[config.mk]
export PLATFORM = sky130hd
export DESIGN_NAME = mt_issue_sel
export DESIGN_NICKNAME = d
export VERILOG_FILES = /design/src/rtl/mtis_pkg.sv /design/src/rtl/mtis_slot.sv /design/src/rtl/mtis_pick.sv /design/src/rtl/mt_issue_sel.sv
export SDC_FILE = /design/constraint.sdc
export NUM_CORES = 1
export LEC_CHECK = 0
export ABC_AREA = 1
export BUFFER_PORTS_ARGS = -buffer_cell sky130_fd_sc_hd__buf_2
export CORE_MARGIN = 2
export CORE_UTILIZATION = 40
export DETAILED_ROUTE_END_ITERATION = 8
export GPL_TIMING_DRIVEN = 1
export MAX_ROUTING_LAYER = met4
export SLEW_MARGIN = 20
export SYNTH_ARGS = -nofsm -noshare
export SYNTH_HDL_FRONTEND = slang
export SYNTH_SLANG_ARGS = --single-unit
[constraint.sdc]
create_clock -name clk -period 1.6 [get_ports clk]
set_input_delay 0.08 -clock clk [delete_from_list [all_inputs] [get_ports clk]]
set_output_delay 0.08 -clock clk [all_outputs]
set_load 0.005 [all_outputs]
[src/rtl/mtis_pkg.sv]
package mtis_pkg;

    parameter int NUM_THREADS = 4;
    parameter int NUM_SRC     = 2;
    parameter int REG_W       = 6;
    parameter int OPC_W       = 8;
    localparam int TID_W      = (NUM_THREADS > 1) ? $clog2(NUM_THREADS) : 1;
    localparam int SRCV_W     = NUM_SRC * REG_W;

    typedef struct packed {
        logic                             nop;
        logic [OPC_W-1:0]                 opc;
        logic [REG_W-1:0]                 dst;
        logic [NUM_SRC-1:0]               used;
        logic [NUM_SRC-1:0][REG_W-1:0]    src;
    } op_t;

    // every used source must be ready; unused ones do not matter
    function automatic logic srcs_ready(input logic [NUM_SRC-1:0] used,
                                        input logic [NUM_SRC-1:0] rdy);
        return &(rdy | ~used);
    endfunction

endpackage

[src/rtl/mtis_slot.sv]
module mtis_slot
    import mtis_pkg::*;
(
    input  logic               clk,
    input  logic               rst,
    input  logic               wr_en,
    input  op_t                wr_op,
    input  logic [NUM_SRC-1:0] rdy,
    input  logic               line,
    input  logic               grant,
    output op_t                op,
    output logic               valid,
    output logic               want,
    output logic               nd
);

    logic held;      // own part of the current instruction already issued
    logic order_ok;
    logic nop_go;
    logic leave;
    logic accept;

    assign order_ok = !held || !line;
    assign want     = valid && !op.nop && srcs_ready(op.used, rdy) && order_ok;
    assign nop_go   = valid && op.nop && order_ok;
    assign leave    = grant || nop_go;
    assign accept   = wr_en && (!valid || leave);
    assign nd       = valid && !op.nop && !held;

    always_ff @(posedge clk) begin
        if (rst) begin
            valid <= 1'b0;
            held  <= 1'b0;
            op    <= '0;
        end else begin
            if (accept) begin
                valid <= 1'b1;
                op    <= wr_op;
            end else if (leave) begin
                valid <= 1'b0;
            end
            if (leave)
                held <= 1'b1;
            else if (!line)
                held <= 1'b0;
        end
    end

    p_keep_r2: assert property (@(posedge clk) disable iff (rst)
        (valid && !leave) |=> (valid && $stable(op)));

    p_clear_r5: assert property (@(posedge clk) disable iff (rst)
        (grant && !wr_en) |=> !valid);

    p_hold_r7: assert property (@(posedge clk) disable iff (rst)
        grant |=> (line |-> !grant));

    p_null_r8: assert property (@(posedge clk) disable iff (rst)
        (valid && op.nop) |-> (!grant && !nd));

endmodule

[src/rtl/mtis_pick.sv]
module mtis_pick #(
    parameter int N     = 4,
    parameter int IDX_W = (N > 1) ? $clog2(N) : 1
) (
    input  logic [N-1:0]     req,
    output logic [N-1:0]     grant,
    output logic [IDX_W-1:0] idx,
    output logic             any
);

    // fixed priority: lowest index wins
    always_comb begin
        grant = '0;
        idx   = '0;
        any   = 1'b0;
        for (int i = 0; i < N; i++) begin
            if (req[i] && !any) begin
                grant[i] = 1'b1;
                idx      = IDX_W'(i);
                any      = 1'b1;
            end
        end
    end

endmodule

[src/rtl/mt_issue_sel.sv]
module mt_issue_sel
    import mtis_pkg::*;
(
    input  logic                           clk,
    input  logic                           rst,
    input  logic                           fill_valid,
    input  logic [TID_W-1:0]               fill_tid,
    input  logic                           fill_nop,
    input  logic [OPC_W-1:0]               fill_opc,
    input  logic [REG_W-1:0]               fill_dst,
    input  logic [NUM_SRC-1:0]             fill_used,
    input  logic [SRCV_W-1:0]              fill_src,
    input  logic [NUM_THREADS*NUM_SRC-1:0] src_rdy,
    input  logic [NUM_THREADS-1:0]         nd_line,
    output logic [NUM_THREADS-1:0]         slot_full,
    output logic [NUM_THREADS-1:0]         nd_out,
    output logic                           iss_valid,
    output logic [TID_W-1:0]               iss_tid,
    output logic [OPC_W-1:0]               iss_opc,
    output logic [REG_W-1:0]               iss_dst,
    output logic [SRCV_W-1:0]              iss_src
);

    op_t                    fill_op;
    op_t                    slot_op [NUM_THREADS];
    logic [NUM_THREADS-1:0] want;
    logic [NUM_THREADS-1:0] grant;
    logic [TID_W-1:0]       pick_idx;
    logic                   pick_any;
    op_t                    iss_op;

    always_comb begin
        fill_op.nop  = fill_nop;
        fill_op.opc  = fill_opc;
        fill_op.dst  = fill_dst;
        fill_op.used = fill_used;
        fill_op.src  = fill_src;
    end

    for (genvar t = 0; t < NUM_THREADS; t++) begin : g_slot
        mtis_slot u_slot (
            .clk   (clk),
            .rst   (rst),
            .wr_en (fill_valid && (fill_tid == TID_W'(t))),
            .wr_op (fill_op),
            .rdy   (src_rdy[t*NUM_SRC +: NUM_SRC]),
            .line  (nd_line[t]),
            .grant (grant[t]),
            .op    (slot_op[t]),
            .valid (slot_full[t]),
            .want  (want[t]),
            .nd    (nd_out[t])
        );
    end

    mtis_pick #(.N(NUM_THREADS), .IDX_W(TID_W)) u_pick (
        .req   (want),
        .grant (grant),
        .idx   (pick_idx),
        .any   (pick_any)
    );

    assign iss_op    = pick_any ? slot_op[pick_idx] : '0;
    assign iss_valid = pick_any;
    assign iss_tid   = pick_idx;
    assign iss_opc   = iss_op.opc;
    assign iss_dst   = iss_op.dst;
    assign iss_src   = iss_op.src;

    p_one_grant_r4: assert property (@(posedge clk) disable iff (rst)
        $onehot0(grant));

    p_prio_r4: assert property (@(posedge clk) disable iff (rst)
        iss_valid |-> ((want & (grant - 1'b1)) == '0));

    p_iss_ready_r3: assert property (@(posedge clk) disable iff (rst)
        iss_valid |-> srcs_ready(iss_op.used, src_rdy[iss_tid*NUM_SRC +: NUM_SRC]));

endmodule

Word-level counts from Yosys, hierarchy flattened
Cells that the tools add are included.
Widths: inputs -> output; s select.
- flip-flop bits (word level): 124
- output and inout port bits: 37
- input bits: 46
- word-level logic and storage cells: 154
- equality and inequality tests: 7
- bitwise gates (word level): 9
- multiplexer cells: 30
- order comparisons: 1
- reductions and logical operators: 75
- operator list (operator ; number):
    $mux 28 ; 3
    $bmux 29 s2 ; 1
    $logic_and 1x1->1 ; 35
    $mux 1 ; 24
    $logic_not 1->1 ; 19
    $logic_or 1x1->1 ; 12
    $ne 2x1->1 const B ; 4
    $not 2->2 ; 4
    $or 2x2->2 ; 4
    $reduce_and 2->1 ; 4
    $reduce_bool 2->1 ; 4
    $eq 2x2->1 const B ; 2
    $mux 2 ; 2
    $ge 3x3->1 const B ; 1
    $not 2->3 ; 1
    $eq 2x1->1 const B ; 1
    $logic_not 2->1 ; 1

Longest topological paths before layout
Gate-level depths: netlist of run 1.
- depth after elaboration: 20
- depth in mapped cells: 13
- mapped depth without buffers: 11

Hierarchy
A second synthesis of run 1 with hierarchy kept.
- cell total of the unflattened synthesis: 1171
- area, all modules: 7035.5 sq um
- modules (own cells, without submodules) (module ; area each (sq um) ; times used ; cells an instance ; seq. area each (sq um)):
    mtis_slot ; 1406.3 ; 4 ; 211 ; 620.6
    mt_issue_sel ; 1347.5 ; 1 ; 314 ; 0.0
    mtis_pick ; 62.6 ; 1 ; 13 ; 0.0

Worst setup path before layout of run 1
OpenSTA, ideal clock, no wires.
- path type: reg-to-reg
- from: reg g_slot[0].u_slot.valid
- to: reg g_slot[1].u_slot.op[28] (netlist name)
- cell stages (with the launch flop): 14
- buffers on the path: 2
- arrival: 1375 ps
- path slack: 109 ps
- library setup time: 116 ps
- required time: 1484 ps
- cell sequence: dfxtp_1 > inv_1 > nor2_1 > nand2_1 > nor2_4 > inv_2 > nand2_2 > o211ai_2 > nand2_2 > inv_1 > buf_6 > buf_6 > nor2_1 > nor2_1
- longest elaborated chain between the ends: 10
- ends and longest elaborated chain (element ; RTL line ; source):
    start, declared ; mtis_slot.sv:12 ; output logic valid,
    start signal, assigned ; mtis_slot.sv:32 ; valid <= 1'b0;
    start signal, assigned ; mtis_slot.sv:37 ; valid <= 1'b1;
    start signal, assigned ; mtis_slot.sv:40 ; valid <= 1'b0;
    $logic_and 1x1->1 (3 in series) ; mtis_slot.sv:24 ; assign want = valid && !op.nop && srcs_ready(op.used, rdy) && order_ok;
    $mux 1 ; mtis_pick.sv:17 ; if (req[i] && !any) begin
    $logic_not 1->1 ; mtis_pick.sv:17 ;
    $logic_and 1x1->1 ; mtis_pick.sv:17 ;
    $mux 1 ; mtis_pick.sv:17 ;
    $logic_or 1x1->1 ; mtis_slot.sv:26 ; assign leave = grant || nop_go;
    $logic_or 1x1->1 ; mtis_slot.sv:27 ; assign accept = wr_en && (!valid || leave);
    $logic_and 1x1->1 ; mtis_slot.sv:27 ;
    end signal, assigned ; mtis_slot.sv:38 ; op <= wr_op;
    end, declared ; mtis_slot.sv:11 ; output op_t op,
Every way passes these cells.
A chain may end at the register's enable or synchronous reset.

Worst setup path after layout of run 1
- from: reg g_slot[1].u_slot.valid
- to: out iss_dst[2]
- longest elaborated chain between the ends: 16
- ends and longest elaborated chain (element ; RTL line ; source):
    start, declared ; mtis_slot.sv:12 ;
    start signal, assigned ; mtis_slot.sv:32 ;
    start signal, assigned ; mtis_slot.sv:37 ;
    start signal, assigned ; mtis_slot.sv:40 ;
    $logic_and 1x1->1 (*) (3 in series) ; mtis_slot.sv:24 ;
    $logic_and 1x1->1 (*) ; mtis_pick.sv:17 ;
    $mux 1 ; mtis_pick.sv:17 ;
    $logic_not 1->1 ; mtis_pick.sv:17 ;
    $logic_and 1x1->1 ; mtis_pick.sv:17 ;
    $mux 1 ; mtis_pick.sv:17 ;
    $logic_not 1->1 ; mtis_pick.sv:17 ;
    $logic_and 1x1->1 ; mtis_pick.sv:17 ;
    $mux 2 ; mtis_pick.sv:17 ;
    $not 2->3 (not written as such) ; mt_issue_sel.sv:63 ; assign iss_op = pick_any ? slot_op[pick_idx] : '0;
    $bmux 29 s2 ; mt_issue_sel.sv:63 ;
    $mux 28 (not written as such) (2 in series) ; mt_issue_sel.sv:63 ;
    $mux 28 (*) ; mt_issue_sel.sv:63 ;
    end, declared ; mt_issue_sel.sv:20 ; output logic [REG_W-1:0] iss_dst,
Every way passes the cells marked *; elsewhere a longest branch is shown, timed or not. The select of a mux whose other input is x is not followed.

==> results by group, run 1 <==
Worst setup path
  • Crit path max fanout: 8
  • Data arrival time of the critical path: 2.24 ns
  • Endpoint of the worst-slack reg-to-reg timing path: g_slot[1].u_slot.op[16]
  • Critical Path Sink Type: primary output
  • Series of cell instances along the critical path: inv_2, nor2_2, nand2_2, nor2_4, nor2_4, nand3_4, buf_12, nand2_8, clkbuf_16, nand2_4, nand2_2, a21oi_2, buf_2
  • Slack of the worst reg-to-reg path: -0.35 ns
  • Launch point of the worst reg-to-reg path: g_slot[1].u_slot.valid
  • Peak per-stage delay on the critical path: approximately 0.34 ns
  • Slowest cell on crit path: dfxtp_2
  • Gate family responsible for the most delay along the worst path: simple AND/OR/NAND/NOR gates
  • Endpoint required time on the critical path: 1.52 ns
  • Startpoint type of the worst setup path: register
  • Cell count of the worst reg-to-reg path: 12
  • Setup CP Type: register to primary output
  • CP bufs+invs: 4

Worst hold path
  • Hold Crit Class: input pin to register
  • Terminating pin of the worst hold path: g_slot[0].u_slot.valid
  • Hold path startpoint: fill_tid[1]
  • Worst hold stages: 5

Power and ir drop
  • Cell area power density: 944 mW/mm²
  • Switching part of the total: 0.298
  • Net switching power figure: 2.87 mW
  • Max IR drop VDD: 0.000976 V
  • Fraction of power consumed by sequential logic: 0.348
  • PnR Total Power: around 9.6 mW
  • Pint: 6.77 mW
  • Clk network pwr share: 0.403
  • Leakage component of the power: 4.39 nW
  • Portion of total power attributed to combinational logic: 0.250

Floorplanning
  • Initial standard-cell utilization of the core: 0.412
  • Row cnt: 45
  • Die Span X: 130 µm
  • DIE AREA: 0.0168 mm²
  • Die Height: 130 µm
  • Core region area: approximately 0.015 mm²
  • Top Ports: 83

Clocking
  • Clock-pin slew on the worst setup and hold paths: 0.05 ns
  • CTS sink cnt: between 100 and 150
  • Maximum clock path buffer count: 2
  • Clock buffer count from CTS: 17
  • # H-tree levels: 4
  • Later-pin clock latency in the skew report: between 0.4 and 0.5 ns
  • TritonCTS clock tree: built
  • CTS Root Cell: clkbuf_16

Global routing
  • Maximum number of pins on one net before global-route repair: 97
  • Wire length of the first global-routing pass: 33.4 mm
  • Total overflow reported by the global router: 0
  • Global-route usage over all layers: 0.265
  • Antenna violations before repair: 0
  • Via count of the first global-routing pass: 6375

Routing
  • Routed via count divided by cell count: 5.29
  • 1st-pass router iterations: 6
  • Initial detailed-routing violation count: 674
  • Drc violations: 0
  • Post-route ant nets: 0
  • Total wire length after detailed routing: 25.3 mm
  • Wirelength per Cell: 18.1 µm
  • Via count of the routed design: between 7000 and 8000

Synthesis
  • Sequential fraction of the synthesis area: 0.393
  • Number of enable-type register cells in the synthesized netlist: 0
  • Share of synthesized flip-flops with an asynchronous set or reset: 0
  • Top-area cell type share of the netlist area: 0.393
  • Cell types occupying the most area after synthesis: dfxtp_1, nor2_1, nand2_1
  • Count of different cell masters after synthesis: 25
  • Prevailing post-synth register cell: dfxtp_1
  • Flop and latch count out of synthesis: 124
  • Cell type with the highest aggregate area in the netlist: dfxtp_1
  • Cell area after technology mapping: about 0.0063 mm²
  • Count of mapped cells out of synthesis: about 1000
  • Net count after synthesis: about 1000
  • Synth Area per Inst: 6.39 µm²
  • Yosys warns: 0

Layout
  • Number of filler cells placed in the layout: about 1200
  • Most common library cell in the layout ignoring fill and taps: nor2_1
  • Antenna cell count: 0
  • Area growth from synthesis to layout: 62.0%
  • Share of layout cells above drive strength 1: 0.369
  • Most frequent cells in the layout: nor2_1, inv_1, dfxtp_1
  • Count of nets after finishing: 1220

Timing
  • Final hold violations: 0
  • Period utilisation layout: 1.45
  • Crit path setup slack, layout: -0.719 ns
  • Final min period: between 2 and 2.5 ns
  • Total negative slack: -43.91 ns
  • Slew HR: 0.671
  • Total setup violations reported at the end of the flow: 148
  • Largest clock skew in the final design: ~0.0071 ns
  • Transition time at the pin with the least slew margin: approximately 0.49 ns
  • RSZ-0062 raised after global routing: yes
  • Count of pins over their slew limit: 0
  • Maximum clock rate: 0.431 GHz

Outcome
  • Run status: finished, violations left
  • Violations in the final reports: setup timing

Job
  • Number of max-cap violations: 0

Place
  • HPWL reported at the end of detailed placement: 12.4 mm
  • Count of buffers inserted at the top-level ports: 82
  • Routability Congestion: 0.855
==> stage by stage <==
step | utilization | worst slack, ns | instance area, µm² | hold slack (ns) | std cells
after floorplan | - | 0.109 | 6310 | 0.247 | 987
final | 0.667 | -0.719 | 10200 | 0.115 | 1398
after CTS | 0.590 | -0.613 | 9030 | 0.0928 | 1365
after detailed placement | 0.479 | -0.197 | 7330 | 0.357 | 1274
after global placement | 0.479 | -0.183 | 7330 | 0.350 | 1274
after global routing | 0.667 | -0.794 | 10200 | 0.147 | 1398
==> cell type report <==
cell class	count	area, µm²	share of cell area
Multi-Input combinational cell	651	3770	0.369
Timing Repair Buffer	241	2560	0.251
Sequential cell	124	2490	0.243
Inverter	139	552	0.0540
Clock buffer	22	474	0.0464
Tap cell	211	264	0.0258
Clock inverter	10	115	0.0113
==> power groups by stage <==
stage	Sequential (mW)	Combinational, mW	Clock, mW
5_1_grt	3.37	2.55	4.00
3_5_place_dp	3.40	1.41	0
2_1_floorplan	3.38	0.869	0
3_3_place_gp	3.40	1.41	0
4_1_cts	3.34	1.84	3.87
6_report	3.35	2.41	3.88
==> tightest hold or removal path, cell delays in order <==
cell     delay (ns)
buf_2          0.10
nor2_1         0.07
nand2_4        0.10
buf_4          0.11
a21oi_1        0.05
==> synthesized netlist by cell type (5+ instances only) <==
cell type    n
nor2_1     205
nand2_1    162
inv_1      132
dfxtp_1    124
nand3_1    116
a21oi_1     88
o21ai_0     58
buf_2       30
clkbuf_1    22
buf_4       10
buf_6       10
nor3_1       6
inv_2        5
==> sequential cells by signal, indices dropped and copies added, names as in the netlist <==
name,cells
g_slot.u_slot.op,116
g_slot.u_slot.held,4
g_slot.u_slot.valid,4
==> metal layers <==
layer / global-route usage / up-vias / part of all wire
met5: - / - / 0
met4: 0.0873 / 0 / 0.050
met3: 0.0339 / 103 / 0.068
met2: 0.443 / 391 / 0.48
met1: 0.333 / 3451 / 0.40
li1: - / 3453 / -
==> how the worst max path moves through the flow <==
stage,from,endpoint,slack (ns),depth (start not counted)
floorplan,g_slot[0].u_slot.valid,g_slot[1].u_slot.op[28],0.11,13
global placement,g_slot[1].u_slot.valid,iss_src[6],-0.18,12
finish,g_slot[1].u_slot.valid,iss_dst[2],-0.72,13
detailed placement,g_slot[1].u_slot.held,iss_src[11],-0.20,11
CTS,g_slot[1].u_slot.valid,iss_src[11],-0.61,11
global route,g_slot[1].u_slot.valid,iss_src[8],-0.79,13
==> logic make-up after synthesis <==
kind of cell | count (synthesis) | synth area share
AO/OA/AOI/OAI | 151 | 0.124
buffers and inverters | 213 | 0.153
flip-flops | 124 | 0.393
AND/OR/NAND/NOR | 499 | 0.330
==> timing repair <==
action / in CTS / in global routing
gates cloned: 11 / 17
setup endpoints to repair: 137 / 148
setup buffers: 19 / 22
pin swaps: 19 / 56
hold buffers: 31 / 0
endpoints found under the hold margin: 58 / 0
resized for setup: 105 / 237
(Power assumes the default switching activity.)
==> run 2: changes to the inputs <==
--- a/config.mk
+++ b/config.mk
@@ -7,11 +7,14 @@
 export LEC_CHECK = 0
 export ABC_AREA = 1
 export BUFFER_PORTS_ARGS = -buffer_cell sky130_fd_sc_hd__buf_2
+export CELL_PAD_IN_SITES_DETAIL_PLACEMENT = 0
+export CELL_PAD_IN_SITES_GLOBAL_PLACEMENT = 1
 export CORE_MARGIN = 2
 export CORE_UTILIZATION = 40
 export DETAILED_ROUTE_END_ITERATION = 8
 export GPL_TIMING_DRIVEN = 1
 export MAX_ROUTING_LAYER = met4
+export PLACE_DENSITY_LB_ADDON = 0.1
 export SLEW_MARGIN = 20
 export SYNTH_ARGS = -nofsm -noshare
 export SYNTH_HDL_FRONTEND = slang
==> results by group, run 2 (same netlist as run 1, synthesis figures left out) <==
Timing
  • Largest clock skew in the final design: between 0.008 and 0.009 ns
  • Crit path setup slack, layout: -0.598 ns
  • Transition time at the pin with the least slew margin: 0.515 ns
  • Slew HR: 0.655
  • Count of pins over their slew limit: 0
  • Maximum clock rate: 0.455 GHz
  • Final min period: 2.20 ns
  • Final hold violations: 0
  • RSZ-0062 raised after global routing: yes
  • Worst hold slack: about 0.1 ns
  • Period utilisation layout: 1.37
  • Total negative slack: -43.47 ns
  • Total setup violations reported at the end of the flow: 149

Floorplanning
  • Initial standard-cell utilization of the core: 0.412
  • Core region area: ~0.015 mm²
  • Row cnt: 45
  • Die Height: 130 µm
  • Top Ports: 83
  • Die Span X: 130 µm
  • DIE AREA: 0.0168 mm²

Worst setup path
  • Data arrival time of the critical path: 2.12 ns
  • Endpoint required time on the critical path: 1.52 ns
  • Startpoint type of the worst setup path: register
  • Critical Path Sink Type: primary output
  • Crit path max fanout: 7
  • Setup CP Type: register to primary output
  • Cell count of the worst reg-to-reg path: 15
  • Launch point of the worst reg-to-reg path: g_slot[0].u_slot.valid
  • Startpoint of the most critical setup path: g_slot[2].u_slot.held

Routing
  • Drc violations: 0
  • Via count of the routed design: 7098
  • Total wire length after detailed routing: ~24 mm
  • Post-route ant nets: 0
  • Routed via count divided by cell count: a little over 5
  • 1st-pass router iterations: 5
  • Initial detailed-routing violation count: 372
  • Wirelength per Cell: 17.5 µm

Clocking
  • Clock buffer count from CTS: 17
  • CTS sink cnt: about 120
  • Later-pin clock latency in the skew report: 0.42 ns
  • CTS Root Cell: clkbuf_16
  • TritonCTS clock tree: built
  • Maximum clock path buffer count: 2
  • Clock-pin slew on the worst setup and hold paths: around 0.060 ns
  • # H-tree levels: 4

Global routing
  • Antenna violations before repair: 0
  • Global-route usage over all layers: 0.287
  • Via count of the first global-routing pass: about 6500
  • Wire length of the first global-routing pass: 35.2 mm
  • Maximum number of pins on one net before global-route repair: 60
  • Total overflow reported by the global router: 0

Place
  • Routability Congestion: 0.808
  • Pre-CTS worst setup slack: -0.279 ns
  • Dpl cell area: about 0.0073 mm²
  • DP Cell Count: 1271
  • HPWL reported at the end of detailed placement: 11.8 mm
  • Count of buffers inserted at the top-level ports: 82

Job
  • Number of max-cap violations: 0

Layout
  • Register with the highest flop count: g_slot.u_slot.op
  • Final Util: 0.679
  • Final instance area: 0.0104 mm²
  • Area growth from synthesis to layout: 64.7%
  • Most common library cell in the layout ignoring fill and taps: nand2_1
  • Antenna cell count: 0
  • Regs by FF count: g_slot.u_slot.op: 116 flops, g_slot.u_slot.held: 4 flops, g_slot.u_slot.valid: 4 flops
  • Count of nets after finishing: 1211
  • Number of flip-flops under the largest register name: approximately 120
  • Share of layout cells above drive strength 1: 0.435
  • Most frequent cells in the layout: nand2_1, nor2_1, inv_1
  • Cell Count, Final, Fillers Out: 1389

Power and ir drop
  • Fraction of power consumed by sequential logic: 0.351
  • Portion of total power attributed to combinational logic: 0.232
  • Max IR drop VDD: 0.000815 V
  • Net switching power figure: 2.71 mW
  • Clk network pwr share: 0.417
  • Leakage component of the power: ~4.4 nW
  • PnR Total Power: about 9.6 mW
  • Switching part of the total: 0.283
  • Pint: 6.86 mW
  • Cell area power density: around 900 mW/mm²

Worst hold path
  • Worst hold stages: 6
  • Hold path startpoint: nd_line[2]
  • Hold Crit Class: input pin to register

Outcome
  • Violations in the final reports: setup timing
  • Run status: finished, violations left
-- run 2: worst max-delay path, cell delays in order (launching register included) --
cell       delay (ns)
dfxtp_2          0.32
nand2_2          0.06
inv_2            0.05
nor2_2           0.13
nand3_2          0.11
buf_6            0.14
a21oi_4          0.18
buf_6            0.18
clkbuf_16        0.18
nand3_1          0.09
a21oi_2          0.12
buf_2            0.12
-- run 2: power groups by stage --
stage	Clock [mW]	Combinational (mW)	Sequential, mW
2_1_floorplan	0	0.869	3.38
3_3_place_gp	0	1.37	3.39
3_5_place_dp	0	1.38	3.39
4_1_cts	4.03	1.84	3.34
5_1_grt	4.17	2.40	3.38
6_report	3.99	2.22	3.36
-- run 2: area by class of cell --
cell class,count,area [µm²]
fill,1367,4920
multi-input combinational,651,4070
sequential,124,2490
timing repair buffer,232,2390
inverter,139,569
clock buffer,25,495
tap,211,264
clock inverter,7,110
-- run 2: timing repair --
item	in CTS	in global routing
hold buffers	30	0
setup buffers	30	13
endpoints found under the setup margin	135	150
pin swaps	25	62
hold endpoints to repair	60	0
gates resized for setup	186	242
gates cloned	14	10
-- run 2: metal layers --
layer / share of wire / GRT usage / up-vias
li1: - / - / 3450
met1: 0.41 / 0.338 / 3372
met2: 0.50 / 0.469 / 217
met3: 0.059 / 0.0731 / 59
met4: 0.033 / 0.109 / 0
met5: 0 / - / -
-- run 2: worst paths after layout --
| check | end | slack (ns) |
|---|---|---|
| max | iss_opc[5] | -0.60 |
| min | g_slot[2].u_slot.held | 0.10 |
| max reg2reg | g_slot[0].u_slot.op[28] | -0.34 |
| min reg2reg | g_slot[3].u_slot.op[26] | 0.46 |
==> run 3: changes to the inputs <==
--- a/config.mk
+++ b/config.mk
@@ -6,12 +6,12 @@
 export NUM_CORES = 1
 export LEC_CHECK = 0
 export ABC_AREA = 1
-export BUFFER_PORTS_ARGS = -buffer_cell sky130_fd_sc_hd__buf_2
 export CELL_PAD_IN_SITES_DETAIL_PLACEMENT = 0
 export CELL_PAD_IN_SITES_GLOBAL_PLACEMENT = 1
 export CORE_MARGIN = 2
 export CORE_UTILIZATION = 40
 export DETAILED_ROUTE_END_ITERATION = 8
+export DONT_BUFFER_PORTS = 1
 export GPL_TIMING_DRIVEN = 1
 export MAX_ROUTING_LAYER = met4
 export PLACE_DENSITY_LB_ADDON = 0.1
==> results by group, run 3 (same netlist as run 1, synthesis figures left out) <==
Outcome
  • Run status: finished, violations left
  • Violations in the final reports: setup timing

Timing
  • Final min period: between 2 and 2.5 ns
  • Period utilisation layout: 1.38
  • Crit path setup slack, layout: -0.612 ns
  • Maximum clock rate: between 0.4 and 0.5 GHz
  • Total setup violations reported at the end of the flow: ~150
  • Transition time at the pin with the least slew margin: 0.561 ns
  • Total negative slack: -46.05 ns
  • Worst hold slack: 0.0410 ns
  • Slew HR: 0.626
  • RSZ-0062 raised after global routing: yes
  • Final hold violations: 0
  • Largest clock skew in the final design: approximately 0.011 ns
  • Count of pins over their slew limit: 0

Global routing
  • Total overflow reported by the global router: 0
  • Maximum number of pins on one net before global-route repair: 60
  • Global-route usage over all layers: 0.282
  • Wire length of the first global-routing pass: 34.8 mm
  • Via count of the first global-routing pass: around 6600
  • Antenna violations before repair: 0

Routing
  • Highest layer used for signal routing: met4
  • Detail Route met3 WL: ~1.2 mm
  • Wirelength per Cell: between 15 and 20 µm
  • 1st-pass router iterations: 5
  • Routed metal-1 wirelength: 10.5 mm
  • Total wire length after detailed routing: roughly 25 mm
  • Post-route ant nets: 0
  • Drc violations: 0
  • Via count of the routed design: ~7000
  • Routed via count divided by cell count: 5.22
  • Initial detailed-routing violation count: 418
  • DR WL met2: about 13 mm

Clocking
  • Clock buffer count from CTS: 17
  • TritonCTS clock tree: built
  • Later-pin clock latency in the skew report: roughly 0.42 ns
  • Clock-pin slew on the worst setup and hold paths: 0.06 ns
  • Maximum clock path buffer count: 2
  • # H-tree levels: 4
  • CTS Root Cell: clkbuf_16
  • CTS sink cnt: about 120

Power and ir drop
  • Leakage component of the power: 4.25 nW
  • Max IR drop VDD: 0.000771 V
  • PnR Total Power: 9.49 mW
  • Cell area power density: roughly 920 mW/mm²

Worst setup path
  • Data arrival time of the critical path: 2.13 ns
  • Cell count of the worst reg-to-reg path: 16
  • Slack of the worst reg-to-reg path: -0.45 ns
  • Peak per-stage delay on the critical path: 0.34 ns
  • Endpoint required time on the critical path: 1.52 ns
  • CP bufs+invs: 5
  • Logic depth of the worst path, buffers included: 13
  • Critical Path Sink Type: primary output
  • Gate family responsible for the most delay along the worst path: simple AND/OR/NAND/NOR gates
  • Endpoint of the worst-slack reg-to-reg timing path: g_slot[3].u_slot.op[21]
  • Startpoint type of the worst setup path: register
  • Series of cell instances along the critical path: inv_2, nor2_2, nand2_2, nor2_4, inv_2, nand2_4, a21oi_4, buf_8, buf_12, buf_16, nor2_2, nand2_2, a21oi_4
  • Launch point of the worst reg-to-reg path: g_slot[1].u_slot.op[12]
  • Setup CP Type: register to primary output
  • Slowest cell on crit path: dfxtp_2
  • Crit path max fanout: 7

Worst hold path
  • Terminating pin of the worst hold path: g_slot[0].u_slot.valid
  • Hold Crit Class: input pin to register
  • Hold path startpoint: fill_tid[1]
  • Worst hold stages: 4

Layout
  • Number of filler cells placed in the layout: 1244
  • Regs by FF count: g_slot.u_slot.op: 116 flops, g_slot.u_slot.held: 4 flops, g_slot.u_slot.valid: 4 flops
  • Number of flip-flops under the largest register name: 116
  • Most common library cell in the layout ignoring fill and taps: nor2_1
  • Final Util: 0.674
  • Count of nets after finishing: ~1200
  • Area growth from synthesis to layout: 63.5%
  • Register with the highest flop count: g_slot.u_slot.op
  • Sequential cell area: 0.00249 mm²
  • Cell Count, Final, Fillers Out: 1339
  • Area of the multi-input gates: 0.00388 mm²
  • Share of layout cells above drive strength 1: 0.365
  • Final instance area: around 0.010 mm²
  • Most frequent cells in the layout: nor2_1, inv_1, nand2_1
  • Antenna cell count: 0

Place
  • Pre-CTS worst setup slack: -0.141 ns
  • Dpl cell area: between 0.006 and 0.007 mm²
  • Routability Congestion: 0.810
  • DP Cell Count: ~1200
  • Count of buffers inserted at the top-level ports: 0
  • HPWL reported at the end of detailed placement: around 12 mm

Floorplanning
  • Core region area: approximately 0.015 mm²
  • Die Height: 130 µm
  • DIE AREA: 0.0168 mm²
  • Top Ports: 83
  • Die Span X: 130 µm
  • Row cnt: 45
  • Initial standard-cell utilization of the core: 0.412

Job
  • Number of max-cap violations: 0
[run 3: cell types whose count changed in the layout (fill, tap and decap cells not counted), moves of 23 or more]
cell,change
nand2_1,-24
a21oi_1,+24
nor2_1,+40
nor2_2,-23
buf_2,-81
a21oi_2,-26
[run 3: worst max-delay path by stage]
stage | start | to | slack, ns
2_1_floorplan | g_slot[0].u_slot.valid | g_slot[1].u_slot.op[28] | 0.11
3_3_place_gp | g_slot[1].u_slot.valid | g_slot[3].u_slot.op[9] | -0.09
3_5_place_dp | g_slot[2].u_slot.held | g_slot[3].u_slot.op[8] | -0.14
4_1_cts | g_slot[1].u_slot.valid | iss_src[3] | -0.53
5_1_grt | g_slot[1].u_slot.valid | iss_opc[7] | -0.70
6_report | g_slot[1].u_slot.valid | iss_opc[7] | -0.61
[run 3: timing repair]
| action | 4_1_cts | 5_1_grt |
|---|---|---|
| pin swaps | 41 | 56 |
| hold endpoints to repair | 121 | 0 |
| cloned | 19 | 16 |
| resized for setup | 212 | 156 |
| buffers inserted | 41 | 16 |
| endpoints found under the setup margin | 121 | 150 |
| hold buffers | 30 | 0 |
[run 3: power breakdown]
part,switching [mW],leakage (nW),total [mW],internal (mW)
clock,1.38,0.284,3.80,2.41
sequential,0.0923,1.02,3.35,3.26
combinational,1.27,2.95,2.35,1.08
[run 3: area by class of cell]
class	instances	share of cell area
clock inverters	5	0.00534
multi-input cells	651	0.376
inverters	139	0.0530
repair buffers	183	0.247
well taps	211	0.0256
flip-flops and latches	124	0.242
clock buffers	26	0.0513
[run 3: worst register-to-register path, cell delays in order (launching register included)]
cell     delay (ns)
dfxtp_2        0.33
nand2_1        0.08
nand2_2        0.10
nor2_4         0.05
buf_6          0.11
nor2_4         0.13
nand3_4        0.11
buf_4          0.15
buf_4          0.12
buf_6          0.11
nand3_4        0.07
nand2_4        0.07
inv_6          0.11
buf_6          0.12
buf_16         0.13
nor2_2         0.04
nor2_1         0.13
[run 3: layer usage]
layer	global-route usage	up-vias
li1	-	3344
met1	0.331	3350
met2	0.479	233
met3	0.0549	63
met4	0.106	0
met5	-	-
